==> src/rtl/reload_ctr.sv <==
module reload_ctr #(
  parameter int W = 8
) (
  input  logic         clk,
  input  logic         rst,
  input  logic [W-1:0] preset,
  output logic [W-1:0] count,
  output logic         tc_n
);

  localparam logic [W-1:0] NEAR_END = {{(W-1){1'b1}}, 1'b0};

  logic [W-1:0] flip_mask;
  logic [W-1:0] next_count;
  logic         tc_n_next;

  genvar i;
  generate
    for (i = 0; i < W; i++) begin : g_carry
      if (i == 0) begin : g_lsb
        assign flip_mask[i] = 1'b1;
      end else begin : g_upper
        assign flip_mask[i] = &count[i-1:0];
      end
    end
  endgenerate

  assign next_count = tc_n ? (count ^ flip_mask) : preset;
  assign tc_n_next  = tc_n ? (count != NEAR_END) : ~(&preset);

  always_ff @(posedge clk) begin
    if (rst) begin
      count <= '0;
      tc_n  <= 1'b1;
    end else begin
      count <= next_count;
      tc_n  <= tc_n_next;
    end
  end

endmodule

==> config.mk <==
export PLATFORM = sky130hd
export DESIGN_NAME = reload_ctr
export DESIGN_NICKNAME = d
export VERILOG_FILES = /design/src/rtl/reload_ctr.sv
export SDC_FILE = /design/constraint.sdc
export NUM_CORES = 1
export LEC_CHECK = 0
export BUFFER_PORTS_ARGS = -buffer_cell sky130_fd_sc_hd__buf_2
export CORE_AREA = 8 8 45 47
export CTS_BUF_LIST = sky130_fd_sc_hd__clkbuf_16
export CTS_CLUSTER_DIAMETER = 30
export DETAILED_ROUTE_END_ITERATION = 10
export DIE_AREA = 0 0 53 55
export GPL_TIMING_DRIVEN = 0
export HOLD_SLACK_MARGIN = 0.08
export SKIP_LAST_GASP = 1
export SLEW_MARGIN = 15
export SYNTH_ARGS = -nofsm -noshare
export SYNTH_HDL_FRONTEND = slang
export SYNTH_SLANG_ARGS = --single-unit
==> constraint.sdc <==
create_clock -name clk -period 1.7 [get_ports clk]
set_input_delay 0.34 -clock clk [delete_from_list [all_inputs] [get_ports clk]]
set_output_delay 0.34 -clock clk [all_outputs]
set_load 0.005 [all_outputs]
==> results.sh <==
export IMPL_async_reset_ff_share_pct=0
export IMPL_ff_latch_area_um2=180.2
export IMPL_io_pins=19
export IMPL_tns_ns=0
export IMPL_vias_per_cell=4.852
export IMPL_grt_max_degree=11
export IMPL_rr_startpoint="count[0]"
export IMPL_drive_gt1_share_pct=30.56
export IMPL_clkSinkCount=9
export IMPL_hold_viol=0
export IMPL_hp_class="in -> reg"
export IMPL_synth_edf_count=0
export IMPL_syn_area_um2=456.7
export IMPL_p_per_area_mw_per_mm2=1048
export IMPL_grt_pass1_wl_mm=1.794
export IMPL_ant_nets=0
export IMPL_area_growth_pct=40.27
export IMPL_timing_fmax_mhz=734.8
export IMPL_p_leak_nw=0.3276
export IMPL_synth_flop_cell="dfxtp_1"
export IMPL_post_cts_setup_buffer_count=0
export IMPL_diodes=0
export IMPL_fp_dieH_um=55
export IMPL_vdd_ir_drop_max_mv=0.5154
export IMPL_fillers=134
export IMPL_worst_slew_pin_transition_ns=0.4091
export IMPL_drc_errors=0
export IMPL_max_stage_delay_ns=0.36
export IMPL_final_max_slew_viol_count=0
export IMPL_port_buffers=17
export IMPL_synth_cell_type_count=19
export IMPL_clk_pin_slew_ns=0.04
export IMPL_ys_warn_count=0
export IMPL_die_width_um=53
export IMPL_drt_wl_total_mm=1.131
export IMPL_num_vias=427
export IMPL_post_dp_hpwl_um=846
export IMPL_p_clk_share_pct=60.8
export IMPL_min_period_ns=1.361
export IMPL_r2r_end="count[7]"
export IMPL_hold_start="preset[2]"
export IMPL_arrival_ns=1.50
export IMPL_setup_viol=0
export IMPL_setup_slack_ns=0.3391
export IMPL_gp_congestion=0.7393
export IMPL_htree_levels=1
export IMPL_critPathKind="reg -> reg"
export IMPL_cts_buffer_depth=2
export IMPL_critPathRequiredTime_ns=1.84
export IMPL_pre_cts_slack_ns=0.3446
export IMPL_post_drt_wl_per_cell_um=12.85
export IMPL_slew_headroom_pct=72.73
export IMPL_p_sw_mw=0.1256
export IMPL_grt_pass1_vias=415
export IMPL_ff2ff_path_depth=4
export IMPL_p_comb_share_pct=6.0
export IMPL_start_kind="flop"
export IMPL_rsz0062_at_grt="false"
export IMPL_antenna_found_initial=0
export IMPL_power_internal_mw=0.5457
export IMPL_crit_start="count[0]"
export IMPL_syn_nets=65
export IMPL_worst_r2r_setup_slack_ns=0.34
export IMPL_drt_first_pass_iters=4
export IMPL_die_area_mm2=0.002915
export IMPL_ys_seq_area_share_pct=39.45
export IMPL_critPathSlowestCell="or3_1"
export IMPL_cts_tree="yes"
export IMPL_cp_end_kind="flop"
export IMPL_min_path_cells=3
export IMPL_initial_utilization_pct=33.00
export IMPL_finalClockSkew_ns=0.001933
export IMPL_cts_resized=0
export IMPL_path_max_fanout=5
export IMPL_clk_latency_ns=0.23
export IMPL_status="finished clean"
export IMPL_nets=87
export IMPL_grt_ovfl_total=0
export IMPL_avgSynthCellArea_um2=8.955
export IMPL_drtIter0Drc=4
export IMPL_maxCapViolations=0
export IMPL_synthCells=51
export IMPL_holdPathEnd="count[2]"
export IMPL_sequentialPowerShare_pct=33.3
export IMPL_multiInputGateArea_um2=252.7
export IMPL_cts_made_buffers=3
export IMPL_path_cells="ha_1 > nand3_2 > or3_1 > a311oi_1"
export IMPL_post_route_period_util_pct=80.05
export IMPL_cts_root_buffer_cell="clkbuf_16"
export IMPL_netSwitchingFraction_pct=18.71
export IMPL_core_area_mm2=0.001384
export IMPL_num_rows=14
export IMPL_ys_ff_latch=9
export IMPL_grt_use_total_pct=8.488
export IMPL_cts_hold_buf=0
[area by class of cell]
type | instances | area share (%)
multi-input cells | 36 | 39.45
flip-flops and latches | 9 | 28.13
repair buffers | 17 | 13.28
clock buffers | 3 | 11.72
well taps | 16 | 3.125
inverters | 4 | 2.344
plain buffers | 2 | 1.367
clock inverters | 1 | 0.5859
[synth_stat cells, types with 2 or more instances]
cell | number | area (um2)
ha_1 | 4 | 50.05
nor2_1 | 8 | 30.03
or3_1 | 2 | 12.51
a311oi_1 | 2 | 17.52
nand4_1 | 2 | 12.51
o21ai_0 | 2 | 10.01
inv_1 | 4 | 15.01
mux2i_1 | 4 | 40.04
nor3_1 | 2 | 10.01
a211oi_1 | 2 | 15.01
dfxtp_1 | 9 | 180.2
nand2_1 | 2 | 7.510
xnor2_1 | 2 | 17.52
[layer usage]
layer	up-vias	track usage, %	wire [um]
li1	224	-	-
met5	-	0	0
met1	188	9.327	497
met3	2	3.476	93
met4	0	6.466	16
met2	13	12.89	524
[cell families (layout without fill, tap and decap cells)]
kind of cell               after synthesis  in the layout  synth area share (%)
and+or+nand+nor                         19             19                 20.82
DFF                                      9              9                 39.45
AOI/OAI and AO/OA                        7              7                 10.96
buffers and inverters                    6             27                 5.203
adders and majority gates                4              4                 10.96
muxes                                    4              4                 8.767
xor gates and xnor gates                 2              2                 3.836
[metrics by stage]
stage | power (mW) | std cells | area (um2) | hold slack, ns | utilization [%]
3_5_place_dp | 0.2679 | 84 | 561.8 | 0.5220 | 40.60
5_1_grt | 0.6962 | 88 | 640.6 | 0.3946 | 46.29
6_report | 0.6713 | 88 | 640.6 | 0.3549 | 46.29
3_3_place_gp | 0.2667 | 84 | 561.8 | 0.5163 | 40.60
4_1_cts | 0.6817 | 88 | 640.6 | 0.3545 | 46.29
2_1_floorplan | 0.2453 | 51 | 456.7 | 0.4839 | -
[worst max-delay path: cells and delay by family, from the launching register on]
kind	cells	cell delay (ns)
simple gates	2	0.47
flops	1	0.34
compound gates	1	0.24
fa+ha+maj	1	0.20
[state kept, by name, indices dropped and copies added, names as in the netlist]
signal and cells:
count 8, tc_n 1
[cells in the final DEF (no fill, tap or decap), types with 3 or more instances in the layout]
| cell | instances |
|---|---|
| buf_2 | 18 |
| dfxtp_1 | 9 |
| nor2_1 | 8 |
| inv_1 | 5 |
| mux2i_1 | 4 |
| ha_1 | 4 |
| clkbuf_16 | 3 |
[how the worst max path moves through the flow]
stage	slack, ns	end	cells past startpoint
after floorplan	0.43	count[6]	4
after global placement	0.37	count[7]	4
after detailed placement	0.34	count[6]	4
after CTS	0.34	count[6]	4
after global routing	0.25	count[7]	4
final	0.34	count[7]	4
[power groups by stage]
stage          combinational (mW)  clock [mW]  sequential [mW]
6_report                   0.0400       0.408            0.223
5_1_grt                    0.0481       0.424            0.224
4_1_cts                    0.0410       0.417            0.224
3_5_place_dp               0.0407           0            0.227
3_3_place_gp               0.0400           0            0.227
2_1_floorplan              0.0181           0            0.227
(Power assumes the default switching activity.)
